[config.mk]
export PLATFORM = sky130hd
export DESIGN_NAME = buck_switch_ctrl
export DESIGN_NICKNAME = d
export VERILOG_FILES = /design/src/rtl/buck_ctl_pkg.sv /design/src/rtl/flag_sync.sv /design/src/rtl/period_timer.sv /design/src/rtl/switch_sequencer.sv /design/src/rtl/dead_time_stage.sv /design/src/rtl/buck_switch_ctrl.sv
export SDC_FILE = /design/constraint.sdc
export NUM_CORES = 1
export LEC_CHECK = 0
export BUFFER_PORTS_ARGS = -buffer_cell sky130_fd_sc_hd__buf_2
export CAP_MARGIN = 20
export CORE_ASPECT_RATIO = 1.4
export CORE_MARGIN = 2
export CORE_UTILIZATION = 50
export CTS_CLUSTER_DIAMETER = 120
export DETAILED_ROUTE_END_ITERATION = 10
export HOLD_SLACK_MARGIN = 0.15
export PLACE_DENSITY = 0.78
export SYNTH_ARGS = -nofsm -noshare
export SYNTH_HDL_FRONTEND = slang
export SYNTH_HIERARCHICAL = 1
export SYNTH_SLANG_ARGS = --single-unit
[constraint.sdc]
create_clock -name clk -period 1.8 [get_ports clk]
set_clock_uncertainty 0.1 [all_clocks]
set_input_delay 0.45 -clock clk [delete_from_list [all_inputs] [get_ports clk]]
set_output_delay 0.45 -clock clk [all_outputs]
set_load 0.005 [all_outputs]
[src/rtl/buck_ctl_pkg.sv]
package buck_ctl_pkg;
  localparam int unsigned NUM_FLAGS = 6;
  localparam int unsigned FLG_PWM    = 0;
  localparam int unsigned FLG_ILIM   = 1;
  localparam int unsigned FLG_ZC     = 2;
  localparam int unsigned FLG_ABOVE  = 3;
  localparam int unsigned FLG_FBLOW  = 4;
  localparam int unsigned FLG_LOWREG = 5;

  // Clock position inside a period from which the high side is held off.
  function automatic int unsigned max_on_pos(int unsigned period, int unsigned off_clks);
    return period - off_clks;
  endfunction

  // Lowest idle count at which a gate may rise so that both stay low for dead clocks.
  function automatic int unsigned gap_threshold(int unsigned dead);
    return (dead > 0) ? dead - 1 : 0;
  endfunction
endpackage

[src/rtl/flag_sync.sv]
module flag_sync #(
  parameter int unsigned WIDTH  = 6,
  parameter int unsigned STAGES = 2
) (
  input  logic             clk,
  input  logic             rst_n,
  input  logic [WIDTH-1:0] din,
  output logic [WIDTH-1:0] dout
);
  logic [WIDTH-1:0] stg [STAGES];

  for (genvar s = 0; s < STAGES; s++) begin : g_stage
    if (s == 0) begin : g_first
      always_ff @(posedge clk) begin
        if (!rst_n) stg[s] <= '0;
        else        stg[s] <= din;
      end
    end else begin : g_next
      always_ff @(posedge clk) begin
        if (!rst_n) stg[s] <= '0;
        else        stg[s] <= stg[s-1];
      end
    end
  end

  assign dout = stg[STAGES-1];
endmodule

[src/rtl/period_timer.sv]
module period_timer
  import buck_ctl_pkg::*;
#(
  parameter int unsigned PERIOD_CLKS      = 100,
  parameter int unsigned MAXDUTY_OFF_CLKS = 8
) (
  input  logic clk,
  input  logic rst_n,
  input  logic cycle_start,
  output logic max_win
);
  localparam int unsigned CW = $clog2(PERIOD_CLKS + 1);
  localparam logic [CW-1:0] ON_LIMIT = CW'(max_on_pos(PERIOD_CLKS, MAXDUTY_OFF_CLKS));
  localparam logic [CW-1:0] SAT      = CW'(PERIOD_CLKS);

  logic [CW-1:0] pos_q;

  always_ff @(posedge clk) begin
    if (!rst_n)           pos_q <= '0;
    else if (cycle_start) pos_q <= CW'(1);
    else if (pos_q != SAT) pos_q <= pos_q + CW'(1);
  end

  assign max_win = !cycle_start && (pos_q >= ON_LIMIT);
endmodule

[src/rtl/switch_sequencer.sv]
module switch_sequencer (
  input  logic clk,
  input  logic rst_n,
  input  logic cycle_start,
  input  logic fpwm_en,
  input  logic startup_act,
  input  logic pwm_s,
  input  logic ilim_s,
  input  logic zc_s,
  input  logic above_s,
  input  logic fb_low_s,
  input  logic lowreg_s,
  input  logic max_win,
  output logic hs_req,
  output logic ls_req,
  output logic skip_mode,
  output logic lowreg_eff
);
  logic seen_q;
  logic zc_cut, skip_next, hs_start, hs_stop;

  always_comb begin
    lowreg_eff = lowreg_s && !startup_act;
    zc_cut     = !fpwm_en && zc_s;
    if (fpwm_en || lowreg_eff)     skip_next = 1'b0;
    else if (!skip_mode && !seen_q) skip_next = 1'b1;
    else                            skip_next = skip_mode;
    hs_start = !ilim_s && (lowreg_eff || !skip_next || fb_low_s);
    hs_stop  = ilim_s || max_win || (skip_mode ? above_s : (!lowreg_eff && pwm_s));
  end

  always_ff @(posedge clk) begin
    if (!rst_n) begin
      skip_mode <= 1'b0;
      seen_q    <= 1'b1;
      hs_req    <= 1'b0;
      ls_req    <= 1'b0;
    end else if (cycle_start) begin
      skip_mode <= skip_next;
      seen_q    <= above_s;
      hs_req    <= hs_start;
      ls_req    <= hs_start ? 1'b0 : (ls_req && !zc_cut);
    end else begin
      seen_q <= seen_q || above_s;
      if (hs_req && hs_stop) begin
        hs_req <= 1'b0;
        ls_req <= !zc_cut;
      end else if (zc_cut) begin
        ls_req <= 1'b0;
      end
    end
  end
endmodule

[src/rtl/dead_time_stage.sv]
module dead_time_stage
  import buck_ctl_pkg::*;
#(
  parameter int unsigned DEAD_CLKS = 3
) (
  input  logic clk,
  input  logic rst_n,
  input  logic hs_req,
  input  logic ls_req,
  output logic hs_gate,
  output logic ls_gate
);
  localparam int unsigned QW = $clog2(DEAD_CLKS + 1);
  localparam logic [QW-1:0] QMAX = QW'(DEAD_CLKS);
  localparam logic [QW-1:0] QLIM = QW'(gap_threshold(DEAD_CLKS));

  logic [QW-1:0] quiet_q;
  logic both_low, gap_ok;

  assign both_low = !hs_gate && !ls_gate;
  assign gap_ok   = both_low && (quiet_q >= QLIM);

  always_ff @(posedge clk) begin
    if (!rst_n) begin
      hs_gate <= 1'b0;
      ls_gate <= 1'b0;
      quiet_q <= QMAX;
    end else begin
      hs_gate <= hs_req && (hs_gate || (gap_ok && !ls_req));
      ls_gate <= ls_req && !hs_req && (ls_gate || gap_ok);
      if (!both_low)            quiet_q <= '0;
      else if (quiet_q != QMAX) quiet_q <= quiet_q + QW'(1);
    end
  end
endmodule

[src/rtl/buck_switch_ctrl.sv]
module buck_switch_ctrl
  import buck_ctl_pkg::*;
#(
  parameter int unsigned PERIOD_CLKS      = 100,
  parameter int unsigned MAXDUTY_OFF_CLKS = 8,
  parameter int unsigned DEAD_CLKS        = 3,
  parameter int unsigned SYNC_STAGES      = 2
) (
  input  logic clk,
  input  logic rst_n,
  input  logic cycle_start,
  input  logic pwm_trip_in,
  input  logic ilim_in,
  input  logic zcross_in,
  input  logic above_skip_in,
  input  logic fb_low_in,
  input  logic lowreg_in,
  input  logic fpwm_en,
  input  logic startup_act,
  output logic hs_gate,
  output logic ls_gate
);
  logic [NUM_FLAGS-1:0] flags_raw, flags_s;
  logic hs_req, ls_req, skip_mode, lowreg_eff, max_win;
  logic ilim_s;

  always_comb begin
    flags_raw             = '0;
    flags_raw[FLG_PWM]    = pwm_trip_in;
    flags_raw[FLG_ILIM]   = ilim_in;
    flags_raw[FLG_ZC]     = zcross_in;
    flags_raw[FLG_ABOVE]  = above_skip_in;
    flags_raw[FLG_FBLOW]  = fb_low_in;
    flags_raw[FLG_LOWREG] = lowreg_in;
  end

  assign ilim_s = flags_s[FLG_ILIM];

  flag_sync #(.WIDTH(NUM_FLAGS), .STAGES(SYNC_STAGES)) u_sync (
    .clk(clk), .rst_n(rst_n), .din(flags_raw), .dout(flags_s)
  );

  period_timer #(.PERIOD_CLKS(PERIOD_CLKS), .MAXDUTY_OFF_CLKS(MAXDUTY_OFF_CLKS)) u_timer (
    .clk(clk), .rst_n(rst_n), .cycle_start(cycle_start), .max_win(max_win)
  );

  switch_sequencer u_seq (
    .clk(clk), .rst_n(rst_n), .cycle_start(cycle_start),
    .fpwm_en(fpwm_en), .startup_act(startup_act),
    .pwm_s(flags_s[FLG_PWM]), .ilim_s(ilim_s), .zc_s(flags_s[FLG_ZC]),
    .above_s(flags_s[FLG_ABOVE]), .fb_low_s(flags_s[FLG_FBLOW]),
    .lowreg_s(flags_s[FLG_LOWREG]), .max_win(max_win),
    .hs_req(hs_req), .ls_req(ls_req), .skip_mode(skip_mode), .lowreg_eff(lowreg_eff)
  );

  dead_time_stage #(.DEAD_CLKS(DEAD_CLKS)) u_dead (
    .clk(clk), .rst_n(rst_n), .hs_req(hs_req), .ls_req(ls_req),
    .hs_gate(hs_gate), .ls_gate(ls_gate)
  );
endmodule

== Word-level counts from Yosys, hierarchy flattened ==
Memories as Yosys holds them, arrays and structs flattened.
Index checks and enable logic that the tools add are counted.
Cells by class
  add/subtract/negate cells: 2
  multipliers: 0
  divide/modulo/power cells: 0
  $lt $le $gt $ge: 2
  equal/unequal tests: 3
  shifts and indexed selects: 0
  muxes and demuxes: 18
  bitwise gates (word level): 3
  reductions and logical operators: 39
Operators with widths (count)
  1-bit logical AND: 14
  1-bit two-way mux: 14
  1-bit zero test: 13
  6-bit two-way mux: 2
  1-bit logical OR: 8
  7-bit by 1-bit adder with 7-bit output, second input constant: 1
  7-bit >= comparator, second input constant: 1
  7-bit != test, second input constant: 1
  2-bit two-way mux: 2
  2-bit != test, second input constant: 2
  2-bit nonzero test: 2
  3-bit nonzero test: 1
  2-bit by 1-bit adder with 2-bit output, second input constant: 1
  2-bit >= comparator, second input constant: 1
  1-bit OR: 2
  2-bit OR reduction: 1
  1-bit inverter: 1
Storage, ports and cells
  flip-flop bits (word level): 15
  bits in latches: 0
  RAM bits: 12
  memory bits (read-only): 0
  bits of input ports: 11
  output and inout port bits: 2
  word-level logic and storage cells: 77
  memories: 1
Memories
  u_sync.stg: words 2, bits a word 6, read ports 2, clocked after Yosys merged registers in 0, write ports 2, line flag_sync.sv:10  | logic [WIDTH-1:0] stg [STAGES];

== Logic depth before layout (Yosys ltp) ==
  word-level depth: 10
  gate-level depth with buffers: 6
  depth with buffers taken out: 6

== Hierarchy ==
The synthesis kept the hierarchy.
By module, submodules not included
  period_timer: instances 1, cells an instance 43, area an instance 372.9 sq um, sequential area each 140.1 sq um
  flag_sync: instances 1, cells an instance 25, area an instance 336.6 sq um, sequential area each 240.2 sq um
  switch_sequencer: instances 1, cells an instance 22, area an instance 221.5 sq um, sequential area each 80.1 sq um
  dead_time_stage: instances 1, cells an instance 17, area an instance 177.7 sq um, sequential area each 80.1 sq um

== Worst setup path after synthesis ==
No wires, ideal clock.
  kind: reg2reg
  start point: register u_timer.pos_q[0]
  end point: register u_timer.pos_q[2]
  setup time: 0.115 ns
  arrival: 1.086 ns
  required time: 1.585 ns
  setup slack: 0.500 ns
  cell stages (with the launch flop): 6
  path buffers: 0
  period minus slack after synthesis: 1.300 ns
  cell sequence: dfxtp_1 inv_1 ha_1 and2_1 and2_4 o21a_1
Between the ends
  cells in the longest elaborated chain, start to end: 1
  elaborated cells on any way between the ends: 2
  those cells by class: add/sub (1); eq/ne (1)
RTL lines
  from (decl): line period_timer.sv:16  | logic [CW-1:0] pos_q;
  from (signal assigned): line period_timer.sv:21  | else if (pos_q != SAT) pos_q <= pos_q + CW'(1);
  7-bit by 1-bit adder with 7-bit output / 7-bit != test (equally long branches): line period_timer.sv:21
Several ways; a longest one is shown, not always the timed one.
A chain may end at the register's enable or synchronous reset.

== Worst setup path in the final report ==
  start point: register u_timer.pos_q[2]
  end point: register u_seq.ls_req
Between the ends
  cells in the longest elaborated chain, start to end: 7
  elaborated cells on any way between the ends: 8
  those cells by class: order compare (1); mux (2); reduce/logical (5)
RTL lines
  7-bit >= comparator (*): line period_timer.sv:24  | assign max_win = !cycle_start && (pos_q >= ON_LIMIT);
  1-bit logical AND (*): line period_timer.sv:24
  via max_win: line buck_switch_ctrl.sv:24  | logic hs_req, ls_req, skip_mode, lowreg_eff, max_win;
  1-bit logical OR (*) (2 in series): line switch_sequencer.sv:29  | hs_stop = ilim_s || max_win || (skip_mode ? above_s : (!lowreg_eff && pwm_s));
  1-bit logical AND (*): line switch_sequencer.sv:45  | if (hs_req && hs_stop) begin
  1-bit two-way mux: line switch_sequencer.sv:45
  1-bit two-way mux: line switch_sequencer.sv:38  | end else if (cycle_start) begin
  to (signal assigned): line switch_sequencer.sv:42  | ls_req <= hs_start ? 1'b0 : (ls_req && !zc_cut);
  to (signal assigned): line switch_sequencer.sv:47  | ls_req <= !zc_cut;
  to (decl): line switch_sequencer.sv:15  | output logic ls_req,
Mark *: on every way through the listed nets, which the timed path passes. The rest lies on a longest branch.

==> flow_summary_export.csv <==
group,metric,value,unit
logic_synthesis,synth_top_area_share,48.8,%
logic_synthesis,post_synthesis_cell_type_with_the_largest_combined_area,"sky130_fd_sc_hd__dfxtp_1",
power,power,1130,µW
routing,wl_met2,992,µm
logic_synthesis,syn_area_per_cell,10.4,µm²
logic_synthesis,sequential_share_of_the_synthesized_area,48.8,%
setup_path,crit_path_frequent_cell,"sky130_fd_sc_hd__a31oi_1",
floorplan,core-area,2130,µm²
min_path,min_from,"fb_low_in",
timing,timing_hold_violations_final,0,
logic_synthesis,synth.net_count,122,
routing,wl_per_cell,12.6,µm
clock_tree,htreeDepth,1,
placed_design,area_of_placed_instances,1180,µm²
timing,timing.final.max_slew_violations,0,
finish,multi_input_area,531,µm²
finish,most_frequent_standard_cell_in_the_layout_excluding_fill_and_tap_cells,"sky130_fd_sc_hd__dfxtp_1",
routing,wl_met1,773,µm
setup_path,setup.worst_path.start_class,"flop",
logic_synthesis,synth-edff-count,0,
timing,fmaxAchievable,684,MHz
setup_path,ff2ff_path_depth,6,
floorplan,die_area,2620,µm²
setup_path,cpMaxStageDelayCell,"sky130_fd_sc_hd__dfxtp_1",
min_path,timing.hold.worst_path_depth,2,
setup_path,r2r_setup_slack,340,ps
setup_path,critical-path-max-stage-delay,450,ps
timing,post-route-period-util,81.3,%
logic_synthesis,synthesis.yosys.warnings,6,
routing,dr.first_iter.drc_count,8,
setup_path,critical_path.reg2reg.endpoint,"u_seq/ls_req$_SDFFE_PN0P_",
clock_tree,postCtsSetupBuffers,0,
finish,finish.net_count,138,
finish,antenna-diode-count,0,
clock_tree,cts-resized-gates,0,
logic_synthesis,post_synth_num_cell_types,37,
logic_synthesis,number_of_instances_in_the_synthesized_netlist,107,
grt,gr-usage-all-layers,16.2,%
logic_synthesis,synth_async_sr_flop_share,0,%
clock_tree,insertion_delay,330,ps
setup_path,path_buf_inv,0,
floorplan,row_count,20,
timing,rsz0062_at_grt,"no",
placed_design,port_buffers,12,
setup_path,worst_r2r_startpoint,"u_timer/pos_q[2]$_SDFFE_PP0P_",
finish,sequential_cell_area,541,µm²
finish,stdcell_area,1220,µm²
timing,whs,224,ps
power,power.static_leakage,0.000506,µW
routing,wl_final,1820,µm
clock_tree,cts_tree,"yes",
timing,timing.setup.tns,0,ps
routing,post_drt_via_cell_ratio,5.44,
clock_tree,clock_sinks,27,
grt,number_of_global_route_vias_before_repair,786,
routing,drt.antenna.violating_nets,0,
clock_tree,clk_path_buf_depth,2,
grt,grt_pass1_wl,3170,µm
clock_tree,cts.root.buffer_cell,"sky130_fd_sc_hd__clkbuf_4",
setup_path,crit_chain,"a31oi_1 > nor3b_1 > a211oi_1 > o21ai_1 > a31oi_1 > a2111oi_2",
logic_synthesis,postSynth.topFlopCell,"sky130_fd_sc_hd__dfxtp_1",
grt,grt_overflow,0,
setup_path,crit_path_max_fo,6,
routing,detailroute.wirelength.met3,43,µm
min_path,hold_class,"in2reg",
power,irDropWorstVdd,0.000526,V
finish,mostFrequentLayoutCells,"sky130_fd_sc_hd__dfxtp_1, sky130_fd_sc_hd__buf_2, sky130_fd_sc_hd__and2_2",
routing,drt_pre_antenna_iters,4,
setup_path,dominant_delay_contributor_by_cell_family_on_the_critical_path,"compound AO/OA/AOI/OAI gates",
finish,num-fill-cells,197,
setup_path,worstPathRequired,1940,ps
clock_tree,cts_inserted_buffers,3,
routing,detail_route.drc_violations,0,
setup_path,timing.critical_path.arrival,1610,ps
routing,route.vias.total,784,
placed_design,gpl.final_weighted_congestion,0.700,
floorplan,die_height,59.7,µm
grt,grt_max_degree,23,
grt,number_of_antenna_violations_at_the_first_check_in_global_routing,0,
timing,setup_violations,0,
setup_path,endpoint_kind,"flop",
timing,finalWorstPathRequiredPeriod,1460,ps
timing,max_slew.worst_pin.slew,298,ps
floorplan,num_io_pins,13,
placed_design,dp.final_hpwl,1400,µm
logic_synthesis,synth.ff_latch_count,27,
clock_tree,cts.reportedPaths.clkPinSlew,150,ps
finish,layout-drive-gt1-share,26.2,%
timing,timing.max_slew.rel_slack,80.1,%
min_path,min_delay_worst_endpoint,"u_sync/stg[0][4]$_SDFF_PN0_",
power,power_density,926,nW/µm²
clock_tree,cts_hold_buf,0,
setup_path,worst-setup-path-type,"reg2reg",
routing,highest-signal-layer,"met4",
floorplan,start_util,52.1,%
floorplan,dieWidth,43.8,µm
outcome,outcome,"completed",
logic_synthesis,synth_area,1110,µm²
logic_synthesis,top_cells_by_area_in_the_synthesized_netlist,"sky130_fd_sc_hd__dfxtp_1, sky130_fd_sc_hd__and2_2, sky130_fd_sc_hd__ha_1",
job,drv.max_cap_violation_count,0,
finish,area_growth_syn_to_layout,9.71,%
finish,finish.utilization,57.2,%
kinds of logic (layout without fill, tap and decap cells):
| kind of cell | Yosys count | after routing | share of synthesized area, % |
|---|---|---|---|
| compound gates | 23 | 23 | 16.0 |
| simple gates | 41 | 41 | 24.2 |
| flops | 27 | 27 | 48.8 |
| fa+ha+maj | 4 | 4 | 4.51 |
| buf+inv | 8 | 23 | 3.39 |
| xor+xnor | 4 | 4 | 3.16 |
worst max path at each step:
stage / end / depth (start not counted) / slack, ps / from
floorplan: u_timer/pos_q[2]$_SDFFE_PP0P_ / 5 / 500 / u_timer/pos_q[0]$_SDFFE_PN0P_
global placement: u_seq/ls_req$_SDFFE_PN0P_ / 6 / 350 / cycle_start
detailed placement: u_seq/ls_req$_SDFFE_PN0P_ / 6 / 290 / cycle_start
CTS: u_seq/ls_req$_SDFFE_PN0P_ / 6 / 330 / u_timer/pos_q[2]$_SDFFE_PP0P_
global route: u_seq/hs_req$_SDFFE_PN0P_ / 6 / 240 / u_timer/pos_q[2]$_SDFFE_PP0P_
finish: u_seq/ls_req$_SDFFE_PN0P_ / 6 / 340 / u_timer/pos_q[2]$_SDFFE_PP0P_
cell usage after synthesis, drive strengths merged, types with 2 or more instances:
library cell and instances:
a21oi 3, nor3 4, nand2 3, ha 4, o21ai 7, a31oi 2
inv 7, dfxtp 27, nor3b 2, xor2 4, nand3 3, o21a 2
a2111oi 2, and2 14, nor2 4, or3 2, nor2b 2, nand2b 3
o31ai 2
power by group:
part           leakage [µW]  switching (µW)  internal (µW)  total, µW
Combinational      0.000266            89.5           85.5        175
Sequential         0.000222            34.7            640        675
Clock             0.0000183             186           90.6        276
Total              0.000506             310            816       1130
layer usage:
metal / up-vias / global-route usage [%]
met5: - / 0
met4: 0 / 7.79
met3: 2 / 1.81
met2: 14 / 31.3
met1: 365 / 16.8
li1: 403 / -
per-stage QoR:
stage	instances	setup WS (ps)
floorplan	107	500
global placement	140	347
detailed placement	140	292
CTS	144	331
global route	144	237
finish	144	337
flip-flops by register name, summed over array words and instances (netlist names):
signal / cells
u_sync/stg: 12
u_dead/ls_gate: 1
u_dead/quiet_q: 2
u_seq/hs_req: 1
u_seq/skip_mode: 1
u_seq/ls_req: 1
u_timer/pos_q: 7
u_dead/hs_gate: 1
u_seq/seen_q: 1
worst reg2reg max path, cell delays in order, from the launching register on:
cell and delay [ps]:
sky130_fd_sc_hd__dfxtp_1 450, sky130_fd_sc_hd__a31oi_1 130, sky130_fd_sc_hd__nor3b_1 200, sky130_fd_sc_hd__a211oi_1 60, sky130_fd_sc_hd__o21ai_1 120, sky130_fd_sc_hd__a31oi_1 120, sky130_fd_sc_hd__a2111oi_2 200
cell type report:
type | instances | area share, %
clock inverters | 1 | 0.720
well taps | 22 | 2.26
multi-input cells | 72 | 43.6
repair buffers | 12 | 4.94
flip-flops and latches | 27 | 44.4
clock buffers | 3 | 1.85
inverters | 7 | 2.16
Power figures use the tool's default switching activity.
